File: src/rtl/gpio_irq_pkg.sv
package gpio_irq_pkg;

    localparam int MAX_LINES = 32;
    localparam int FIELD_W   = 8;

    localparam logic [7:0] OFF_DATA = 8'h00;
    localparam logic [7:0] OFF_OUT  = 8'h04;
    localparam logic [7:0] OFF_DIR  = 8'h08;
    localparam logic [7:0] OFF_MASK = 8'h0C;
    localparam logic [7:0] OFF_POL  = 8'h10;
    localparam logic [7:0] OFF_EDGE = 8'h14;
    localparam logic [7:0] OFF_MAP0 = 8'h20;

    typedef struct packed {
        logic [31:0]                             drv;
        logic [31:0]                             oe;
        logic [31:0]                             msk;
        logic [31:0]                             pol;
        logic [31:0]                             edg;
        logic [MAX_LINES-1:0][FIELD_W-1:0]       route;
        logic [31:0]                             rdata;
    } port_regs_t;

    typedef struct packed {
        logic meta;
        logic stable;
        logic prev;
    } line_hist_t;

endpackage

File: src/rtl/gpio_regs.sv
module gpio_regs
    import gpio_irq_pkg::*;
#(
    parameter int NLINES = 32,
    parameter int ADDR_W = 8
) (
    input  logic                            clk,
    input  logic                            rst_n,
    input  logic                            wr_en,
    input  logic                            rd_en,
    input  logic [ADDR_W-1:0]               addr,
    input  logic [31:0]                     wdata,
    input  logic [NLINES-1:0]               sample,
    output logic [31:0]                     rdata,
    output logic [NLINES-1:0]               drv_o,
    output logic [NLINES-1:0]               oe_o,
    output logic [NLINES-1:0]               msk_o,
    output logic [NLINES-1:0]               pol_o,
    output logic [NLINES-1:0]               edg_o,
    output logic [NLINES-1:0][FIELD_W-1:0]  route_o
);

    localparam int          NWORDS    = (NLINES + 3) / 4;
    localparam logic [31:0] LINE_MASK = 32'((64'd1 << NLINES) - 64'd1);

    port_regs_t q, d;

    logic [ADDR_W-1:0] map_off;
    logic [ADDR_W-1:0] word_idx;
    logic              map_sel;

    always_comb begin
        logic [31:0] rd;
        d        = q;
        map_off  = addr - ADDR_W'(OFF_MAP0);
        word_idx = map_off >> 2;
        map_sel  = (addr >= ADDR_W'(OFF_MAP0)) && (addr[1:0] == 2'b00) &&
                   (int'(word_idx) < NWORDS);

        if (wr_en) begin
            if (addr == ADDR_W'(OFF_OUT))       d.drv = wdata & LINE_MASK;
            else if (addr == ADDR_W'(OFF_DIR))  d.oe  = wdata & LINE_MASK;
            else if (addr == ADDR_W'(OFF_MASK)) d.msk = wdata & LINE_MASK;
            else if (addr == ADDR_W'(OFF_POL))  d.pol = wdata & LINE_MASK;
            else if (addr == ADDR_W'(OFF_EDGE)) d.edg = wdata & LINE_MASK;
            else if (map_sel) begin
                for (int l = 0; l < MAX_LINES; l++) begin
                    if ((l < NLINES) && ((l / 4) == int'(word_idx)))
                        d.route[l] = wdata[31-8*(l%4) -: 8];
                end
            end
        end

        rd = '0;
        if (addr == ADDR_W'(OFF_DATA))      rd = 32'(sample);
        else if (addr == ADDR_W'(OFF_OUT))  rd = q.drv;
        else if (addr == ADDR_W'(OFF_DIR))  rd = q.oe;
        else if (addr == ADDR_W'(OFF_MASK)) rd = q.msk;
        else if (addr == ADDR_W'(OFF_POL))  rd = q.pol;
        else if (addr == ADDR_W'(OFF_EDGE)) rd = q.edg;
        else if (map_sel) begin
            for (int l = 0; l < MAX_LINES; l++) begin
                if ((l / 4) == int'(word_idx))
                    rd[31-8*(l%4) -: 8] = q.route[l];
            end
        end
        if (rd_en) d.rdata = rd;
    end

    always_ff @(posedge clk or negedge rst_n) begin
        if (!rst_n) q <= '0;
        else        q <= d;
    end

    assign rdata   = q.rdata;
    assign drv_o   = q.drv[NLINES-1:0];
    assign oe_o    = q.oe[NLINES-1:0];
    assign msk_o   = q.msk[NLINES-1:0];
    assign pol_o   = q.pol[NLINES-1:0];
    assign edg_o   = q.edg[NLINES-1:0];
    assign route_o = q.route[NLINES-1:0];

    // the unused offset never returns data
    a_r2_reserved_zero: assert property (@(posedge clk) disable iff (!rst_n)
        (rd_en && addr == ADDR_W'(8'h18)) |=> (rdata == 32'd0));

endmodule

File: src/rtl/gpio_line_detect.sv
module gpio_line_detect
    import gpio_irq_pkg::*;
(
    input  logic clk,
    input  logic rst_n,
    input  logic pad,
    input  logic pol,
    input  logic edg,
    output logic sample,
    output logic req
);

    line_hist_t q, d;

    always_comb begin
        d.meta   = pad;
        d.stable = q.meta;
        d.prev   = q.stable;
    end

    always_ff @(posedge clk or negedge rst_n) begin
        if (!rst_n) q <= '0;
        else        q <= d;
    end

    assign sample = q.stable;

    always_comb begin
        if (edg) req = pol ? (q.stable & ~q.prev) : (~q.stable & q.prev);
        else     req = pol ? q.stable : ~q.stable;
    end

    // an edge request never lasts two cycles under a fixed setting
    a_r5_single_pulse: assert property (@(posedge clk) disable iff (!rst_n)
        (edg && req) |=> !(edg && req && $stable(pol)));

endmodule

File: src/rtl/gpio_irq_route.sv
module gpio_irq_route
    import gpio_irq_pkg::*;
#(
    parameter int NLINES = 32,
    parameter int NIRQ   = 4
) (
    input  logic                            clk,
    input  logic                            rst_n,
    input  logic [NLINES-1:0]               req,
    input  logic [NLINES-1:0]               msk,
    input  logic [NLINES-1:0][FIELD_W-1:0]  route,
    output logic [NIRQ-1:0]                 irq
);

    logic [NIRQ-1:0] irq_d, irq_q;

    always_comb begin
        irq_d = '0;
        for (int l = 0; l < NLINES; l++) begin
            for (int k = 0; k < NIRQ; k++) begin
                if (msk[l] && req[l] && (route[l] == FIELD_W'(k)))
                    irq_d[k] = 1'b1;
            end
        end
    end

    always_ff @(posedge clk or negedge rst_n) begin
        if (!rst_n) irq_q <= '0;
        else        irq_q <= irq_d;
    end

    assign irq = irq_q;

    // with every line masked the outputs go quiet on the next cycle
    a_r6_mask_blocks: assert property (@(posedge clk) disable iff (!rst_n)
        (msk == '0) |=> (irq == '0));

endmodule

File: src/rtl/gpio_irq_port.sv
module gpio_irq_port
    import gpio_irq_pkg::*;
#(
    parameter int NLINES = 32,
    parameter int NIRQ   = 4,
    parameter int ADDR_W = 8
) (
    input  logic              clk,
    input  logic              rst_n,
    input  logic              bus_wr,
    input  logic              bus_rd,
    input  logic [ADDR_W-1:0] bus_addr,
    input  logic [31:0]       bus_wdata,
    output logic [31:0]       bus_rdata,
    input  logic [NLINES-1:0] pad_in,
    output logic [NLINES-1:0] pad_out,
    output logic [NLINES-1:0] pad_oe,
    output logic [NIRQ-1:0]   irq_out
);

    logic [NLINES-1:0]              sample;
    logic [NLINES-1:0]              req;
    logic [NLINES-1:0]              msk;
    logic [NLINES-1:0]              pol;
    logic [NLINES-1:0]              edg;
    logic [NLINES-1:0][FIELD_W-1:0] route;

    gpio_regs #(.NLINES(NLINES), .ADDR_W(ADDR_W)) i_regs (
        .clk     (clk),
        .rst_n   (rst_n),
        .wr_en   (bus_wr),
        .rd_en   (bus_rd),
        .addr    (bus_addr),
        .wdata   (bus_wdata),
        .sample  (sample),
        .rdata   (bus_rdata),
        .drv_o   (pad_out),
        .oe_o    (pad_oe),
        .msk_o   (msk),
        .pol_o   (pol),
        .edg_o   (edg),
        .route_o (route)
    );

    for (genvar g = 0; g < NLINES; g++) begin : g_line
        gpio_line_detect i_det (
            .clk    (clk),
            .rst_n  (rst_n),
            .pad    (pad_in[g]),
            .pol    (pol[g]),
            .edg    (edg[g]),
            .sample (sample[g]),
            .req    (req[g])
        );
    end

    gpio_irq_route #(.NLINES(NLINES), .NIRQ(NIRQ)) i_route (
        .clk   (clk),
        .rst_n (rst_n),
        .req   (req),
        .msk   (msk),
        .route (route),
        .irq   (irq_out)
    );

    // a drive-enable write reaches the pads on the following cycle
    a_r2_oe_follows_write: assert property (@(posedge clk) disable iff (!rst_n)
        (bus_wr && bus_addr == ADDR_W'(OFF_DIR)) |=> (pad_oe == $past(bus_wdata[NLINES-1:0])));

endmodule

File: config.mk
export PLATFORM = sky130hd
export DESIGN_NAME = gpio_irq_port
export DESIGN_NICKNAME = d
export VERILOG_FILES = /design/src/rtl/gpio_irq_pkg.sv /design/src/rtl/gpio_regs.sv /design/src/rtl/gpio_line_detect.sv /design/src/rtl/gpio_irq_route.sv /design/src/rtl/gpio_irq_port.sv
export SDC_FILE = /design/constraint.sdc
export NUM_CORES = 1
export LEC_CHECK = 0
export ABC_CLOCK_PERIOD_IN_PS = 4450
export BUFFER_PORTS_ARGS = -buffer_cell sky130_fd_sc_hd__buf_2
export CAP_MARGIN = 20
export CORE_AREA = 5 5 207 209
export DETAILED_ROUTE_END_ITERATION = 6
export DIE_AREA = 0 0 212 214
export GPL_TIMING_DRIVEN = 0
export PLACE_DENSITY = 0.84
export SYNTH_ARGS = -nofsm -noshare
export SYNTH_HDL_FRONTEND = slang
export SYNTH_SLANG_ARGS = --single-unit
File: constraint.sdc
create_clock -name clk -period 4.45 [get_ports clk]
set_input_delay 0.2225 -clock clk [delete_from_list [all_inputs] [get_ports clk]]
set_output_delay 0.2225 -clock clk [all_outputs]
set_load 0.005 [all_outputs]
==> impl_metrics.json, run 1 <==
{
  "outcome": "finished, final reports clean",
  "routedWlPerCell_um": 39.6,
  "start_kind": "primary input",
  "tritoncts": "done",
  "rows": 74,
  "grt_max_degree": 107,
  "routabilityCongestion": 1.08,
  "worstPathCellList": "buf_2 > buf_2 > buf_2 > buf_2 > clkbuf_1 > o21ai_0 > a41oi_1 > a21oi_1 > a41oi_1",
  "io_pins": 176,
  "wl_um": 118000,
  "nFillCells": 2345,
  "avgSynthCellArea_um2": 12.5,
  "grt_first_pass_wirelength_um": 167000,
  "syn2layout_area_growth_pct": 16.9,
  "reg2reg_to": "i_route.irq[3]$_DFF_PN0_",
  "first_pass_iters": 7,
  "ys_ff_latch": 548,
  "hold_path.class": "primary input to flip-flop",
  "critPathMaxStageDelay_ps": 1040,
  "cts_resized": 0,
  "clock_path_buffers": 3,
  "ant_nets": 0,
  "start_util_pct": 64.3,
  "rsz0062_at_grt": "no",
  "fin_skew_ps": 34.4,
  "portBuffers": 174,
  "synth-compound-area-share_pct": 9.67,
  "numClockSinks": 548,
  "grt_antenna_before_repair": 11,
  "cp_top_family": "buffers and inverters",
  "die_area_um2": 45400,
  "holdPathStages": 3,
  "postCtsSetupRepairBufs": 0,
  "dp_hpwl_um": 82300,
  "cp_max_fo": 10,
  "synth_top_family_by_area": "multiplexers",
  "slew_headroom_pct": 11.0,
  "timing.critical_path.buf_inv": 5,
  "ys_warn_count": 0,
  "netlist_instances": 2094,
  "rrSetupSlack_ps": 1320,
  "startpoint": "bus_addr[2]",
  "whs_ps": 63.4,
  "p_leak_nw": 14.3,
  "grtUsageTotal_pct": 51.4,
  "post-route-drc-count": 0,
  "die_w_um": 212,
  "synthArstFlopShare_pct": 100,
  "required_ps": 5010,
  "hold_buffers": 65,
  "setup_viol": 0,
  "num_vias": 23000,
  "fp.coreArea_um2": 40600,
  "regToRegStartpoint": "i_regs.route_o[239]$_DFFE_PN0P_",
  "cts_root_buf": "clkbuf_16",
  "overflow": 0,
  "synth-edff-count": 0,
  "syn-num-nets": 2171,
  "drt_iter0_drc": 3841,
  "path_class": "primary input to flip-flop",
  "fin_crit_sh_pct": 79.6,
  "slew_violations": 0,
  "synth.mux.area_fraction_pct": 22.7,
  "fmax_ghz": 0.282,
  "powerDensity_nw_per_um2": 377,
  "yosysUniqueCellTypes": 76,
  "numCtsBuffers": 55,
  "clk_latency_ps": 650,
  "grt_pass1_vias": 23000,
  "cts.reportedPaths.clkPinSlew_ps": 60,
  "synthesis.area_um2": 26100,
  "dpl_cell_area_um2": 27900,
  "final_cell_area_um2": 30600,
  "register_area_um2": 13700,
  "seq_area_frac_synth_pct": 52.4,
  "vias_per_cell": 7.72,
  "fp.dieH_um": 214,
  "hold_viol_final": 0,
  "synth_xor_area_share_pct": 2.21,
  "synth_area_leader_cell": "dfrtp_1",
  "setup_tns_ps": 0,
  "cp-end-kind": "flip-flop",
  "arrival_ps": 4100,
  "cp_slowest_cell": "clkbuf_1",
  "peakVddDrop_uv": 380,
  "ys_top_cells_by_area": "dfrtp_1 (52%), mux2_2 (16%), mux4_2 (4.5%), nand2_1 (2.2%), xnor2_1 (1.8%)",
  "multi_input_area_um2": 11700,
  "nets": 2482,
  "yosys.area_share.adder_pct": 0.0479,
  "ff2ff_path_depth": 6,
  "min_from": "bus_rd",
  "synth_top_flop_cell": "dfrtp_1",
  "synth_simple_gate_area_share_pct": 10.0,
  "drv_cap": 0,
  "fin_crit_ps": 3540,
  "htreeDepth": 2,
  "hold_end": "i_regs.rdata[17]$_DFFE_PN0P_",
  "netlist.area_leader.share_pct": 52.4,
  "tightest_slew_ps": 1330,
  "critPathMostFrequentCell": "buf_2",
  "layout-drive-gt1-share_pct": 32.7
}
==> cell usage in the layout (no fill, tap or decap), types with 13 or more instances in the layout <==
| cell type | count |
|---|---|
| or4b_2 | 17 |
| nor4b_1 | 18 |
| a22o_1 | 20 |
| xnor2_1 | 53 |
| nor2_1 | 48 |
| dfrtp_1 | 548 |
| o21ai_0 | 65 |
| mux2_2 | 367 |
| mux4_2 | 52 |
| clkbuf_1 | 90 |
| a41oi_1 | 35 |
| nand4b_1 | 14 |
| inv_1 | 29 |
| xor2_1 | 13 |
| dlygate4sd3_1 | 65 |
| o211ai_1 | 23 |
| nand3_1 | 28 |
| o22ai_1 | 32 |
| a2111oi_0 | 15 |
| nor2b_1 | 21 |
| and2_1 | 13 |
| mux2_1 | 35 |
| buf_2 | 227 |
| clkbuf_16 | 55 |
| nor3_1 | 35 |
| nand2_1 | 153 |
| a221oi_1 | 17 |
| nand4_1 | 26 |
| mux2i_1 | 23 |
| nor4_1 | 18 |
| a21oi_1 | 56 |
==> per-stage QoR <==
stage / utilization [%] / setup WS (ps) / power (mW) / std cells
3_3_place_gp: 68.1 / -7500 / 6.29 / 2800
3_5_place_dp: 68.6 / 860 / 6.35 / 2811
2_1_floorplan: - / 2190 / 5.79 / 2094
6_report: 75.2 / 910 / 11.5 / 2984
5_1_grt: 75.2 / 1030 / 11.7 / 2981
4_1_cts: 75.0 / 1430 / 11.4 / 2977
==> cell usage after synthesis, drive strengths merged, types with 21 or more instances <==
library cell / count
dfrtp: 548
mux2: 402
nand2: 155
clkbuf: 81
o21ai: 65
buf: 63
a21oi: 56
nor2: 54
xnor2: 53
mux4: 52
nor3: 41
a41oi: 35
o22ai: 32
inv: 30
nand3: 28
nand4: 26
mux2i: 23
o211ai: 23
nor2b: 21
==> cells by family after synthesis <==
| kind of cell | Yosys count |
|---|---|
| AND/OR/NAND/NOR | 472 |
| AO/OA/AOI/OAI | 356 |
| XOR/XNOR | 66 |
| multiplexers | 477 |
| buffers and inverters | 174 |
| adder cells (fa/ha/maj) | 1 |
| flip-flops | 548 |
==> how the worst max path moves through the flow <==
| stage | endpoint | depth (start not counted) |
|---|---|---|
| 3_3_place_gp | g_line[20].i_det.d[1]$_DFF_PN0_ | 1 |
| 4_1_cts | i_regs.rdata[21]$_DFFE_PN0P_ | 9 |
| 5_1_grt | i_regs.rdata[20]$_DFFE_PN0P_ | 9 |
| 2_1_floorplan | i_regs.edg_o[17]$_DFFE_PN0P_ | 9 |
| 6_report | i_regs.rdata[20]$_DFFE_PN0P_ | 9 |
| 3_5_place_dp | i_regs.rdata[20]$_DFFE_PN0P_ | 9 |
==> cell type report <==
cell class / count / area share (%)
buffer: 144 / 2.12
clock buffer: 76 / 5.16
clock inverter: 25 / 1.25
timing repair buffer: 254 / 5.75
inverter: 30 / 0.369
tap: 532 / 2.18
multi-input combinational: 1372 / 38.3
antenna: 3 / 0.0246
sequential: 548 / 44.9
==> where the power goes <==
| group | switching [mW] | internal, mW | leakage, nW |
|---|---|---|---|
| Sequential | 0.187 | 5.15 | 7.26 |
| Combinational | 0.690 | 0.380 | 6.05 |
| Clock | 2.15 | 2.95 | 0.959 |
==> worst reg2reg max path, cell delays in order, from the launching register on <==
cell      delay (ps)
dfrtp_1          420
or4b_2           720
nor4_2           810
nand4b_1         490
o22ai_1          260
nor4_1           110
nand4_1          210
==> metal layers <==
layer | global-route usage [%] | share of wire, % | vias to the layer above
met1 | 64.2 | 34 | 11400
met3 | 24.0 | 16 | 738
met2 | 71.5 | 41 | 2362
li1 | - | - | 8520
met5 | 0 | 0.065 | -
met4 | 33.7 | 9.2 | 10
==> sequential cells by signal, summed over array words and instances, names as in the netlist <==
signal               flops
i_route.irq              4
i_regs.route_o         256
i_regs.pol_o            32
g_line.i_det.sample     32
i_regs.oe_o             32
g_line.i_det.d          32
i_regs.edg_o            32
i_regs.rdata            32
i_regs.msk_o            32
i_regs.drv_o            32
g_line.i_det.q          32
Note: power is estimated with default switching activity, not from simulation.
==> run 2: changes to the inputs <==
ABC_CLOCK_PERIOD_IN_PS = 3500   (was 4450)
CORE_AREA = 5 5 214 216   (was 5 5 207 209)
DIE_AREA = 0 0 219 221   (was 0 0 212 214)
PLACE_DENSITY = 0.79   (was 0.84)
clock period = 3.5 ns   (was 4.45 ns; I/O delays follow)
==> impl_metrics.json, run 2 (synthesis results as in run 1) <==
{
  "grt_antenna_before_repair": 14,
  "rrSetupSlack_ps": 150,
  "outcome": "complete, but fails checks",
  "nets": 2486,
  "num_vias": 22300,
  "globalRouteMet2Util_pct": 67.4,
  "layout_common_cells": "dfrtp_1 (548), mux2_2 (367), buf_2 (225)",
  "multi_input_area_um2": 11700,
  "regToRegStartpoint": "i_regs.msk_o[25]$_DFFE_PN0P_",
  "required_ps": 4050,
  "peakVddDrop_uv": 441,
  "numClockSinks": 548,
  "routabilityCongestion": 1.09,
  "htreeDepth": 2,
  "hold_viol_final": 0,
  "critPathMaxStageDelay_ps": 810,
  "setup_viol": 0,
  "layout-drive-gt1-share_pct": 32.5,
  "hold_path.class": "primary input to flip-flop",
  "io_pins": 176,
  "fin_crit_ps": 3350,
  "first_pass_iters": 6,
  "start_util_pct": 59.8,
  "slew_headroom_pct": 16.5,
  "cp_max_fo": 3,
  "dp_cells": 2872,
  "powerDensity_nw_per_um2": 469,
  "use_met1_pct": 61.3,
  "fin_skew_ps": 28.7,
  "rsz0062_at_grt": "no",
  "tritoncts": "done",
  "grtUsageTotal_pct": 48.0,
  "arrival_ps": 3900,
  "fp.dieH_um": 221,
  "cp-endpoint": "i_route.irq[0]$_DFF_PN0_",
  "fin_crit_sh_pct": 95.7,
  "start_kind": "flip-flop",
  "portBuffers": 174,
  "grt_max_degree": 124,
  "clk_latency_ps": 650,
  "worstPathCellList": "or4b_2 > nor4_2 > nand4b_1 > o211ai_1 > a2111oi_0 > nand4_1",
  "path_class": "flip-flop to flip-flop",
  "dp_hpwl_um": 84000,
  "fp.coreArea_um2": 43700,
  "drv_cap": 0,
  "cts_root_buf": "clkbuf_16",
  "clock_path_buffers": 3,
  "vias_per_cell": 7.31,
  "register_area_um2": 13700,
  "grt_busiest_layer": "met2",
  "final_cell_area_um2": 30600,
  "grt_pass1_vias": 22400,
  "reg2reg_to": "i_route.irq[0]$_DFF_PN0_",
  "slew_violations": 0,
  "cts_resized": 0,
  "cp_slowest_cell": "nor4_2",
  "cts.reportedPaths.clkPinSlew_ps": 60,
  "drt_iter0_drc": 3617,
  "largest_register_ffs": 256,
  "violations": "design-rule violations",
  "numCtsBuffers": 56,
  "ant_nets": 0,
  "tightest_slew_ps": 1250,
  "post-route-drc-count": 18,
  "nFillCells": 2973,
  "overflow": 0,
  "die_w_um": 219,
  "final_common_cell": "dfrtp_1",
  "ff2ff_path_depth": 6,
  "routedWlPerCell_um": 38.3,
  "fin_cells": 3052,
  "wl_um": 117000,
  "cp-end-kind": "flip-flop",
  "die_area_um2": 48400,
  "syn2layout_area_growth_pct": 17.1,
  "final_util_pct": 70.0,
  "use_met3_pct": 18.1,
  "grt_first_pass_wirelength_um": 165000,
  "rows": 77,
  "p_leak_nw": 14.2,
  "dpl_cell_area_um2": 28000,
  "fmax_ghz": 0.298,
  "startpoint": "i_regs.msk_o[25]$_DFFE_PN0P_"
}
==> run 2: worst min path at each step <==
stage / from / end / slack (ps) / cells after the start
2_1_floorplan: rst_n / g_line[0].i_det.d[1]$_DFF_PN0_ / -120 / 0
3_3_place_gp: pad_in[2] / g_line[2].i_det.d[1]$_DFF_PN0_ / 280 / 1
3_5_place_dp: rst_n / g_line[2].i_det.sample$_DFF_PN0_ / 60 / 1
4_1_cts: bus_rd / i_regs.rdata[17]$_DFFE_PN0P_ / 2 / 3
5_1_grt: bus_wr / i_regs.drv_o[0]$_DFFE_PN0P_ / 30 / 3
6_report: bus_wr / i_regs.drv_o[0]$_DFFE_PN0P_ / 20 / 3
==> run 2: worst max-delay path, delay by kind of cell (launching register included) <==
| kind | cells | cell delay (ps) |
|---|---|---|
| DFF | 1 | 530 |
| and+or+nand+nor | 4 | 1940 |
| AOI/OAI and AO/OA | 2 | 770 |
==> run 2: per-stage QoR <==
step / hold WS, ps / power (mW) / worst slack, ps / setup TNS [ps]
CTS: 1.74 / 14.2 / 341 / 0
global placement: 282 / 8.01 / -8530 / -4656780
finish: 21.6 / 14.4 / 149 / 0
floorplan: -121 / 7.36 / 1280 / 0
detailed placement: 62.1 / 8.08 / -176 / -333
global route: 26.2 / 14.7 / 239 / 0
==> run 2: metal layers <==
metal	vias to the layer above	part of all wire [%]
li1	8542	-
met3	548	14
met4	8	8.9
met1	11200	35
met5	-	0.047
met2	2007	42
==> run 2: final cells by class <==
| class | instances | share of cell area [%] |
|---|---|---|
| well taps | 592 | 2.42 |
| repair buffers | 257 | 5.92 |
| inverters | 30 | 0.368 |
| plain buffers | 144 | 2.12 |
| flip-flops and latches | 548 | 44.8 |
| clock buffers | 80 | 5.30 |
| clock inverters | 21 | 0.805 |
| diodes | 8 | 0.0654 |
| multi-input cells | 1372 | 38.2 |
==> run 2: report_power, final <==
group | switching (mW) | internal (mW) | total [mW]
registers | 0.233 | 6.55 | 6.78
clock network | 2.71 | 3.53 | 6.24
logic | 0.860 | 0.488 | 1.35
==> run 2: what timing repair did <==
item	in CTS	in global routing
hold endpoints to repair	383	0
buffers inserted	0	0
hold buffers	67	0
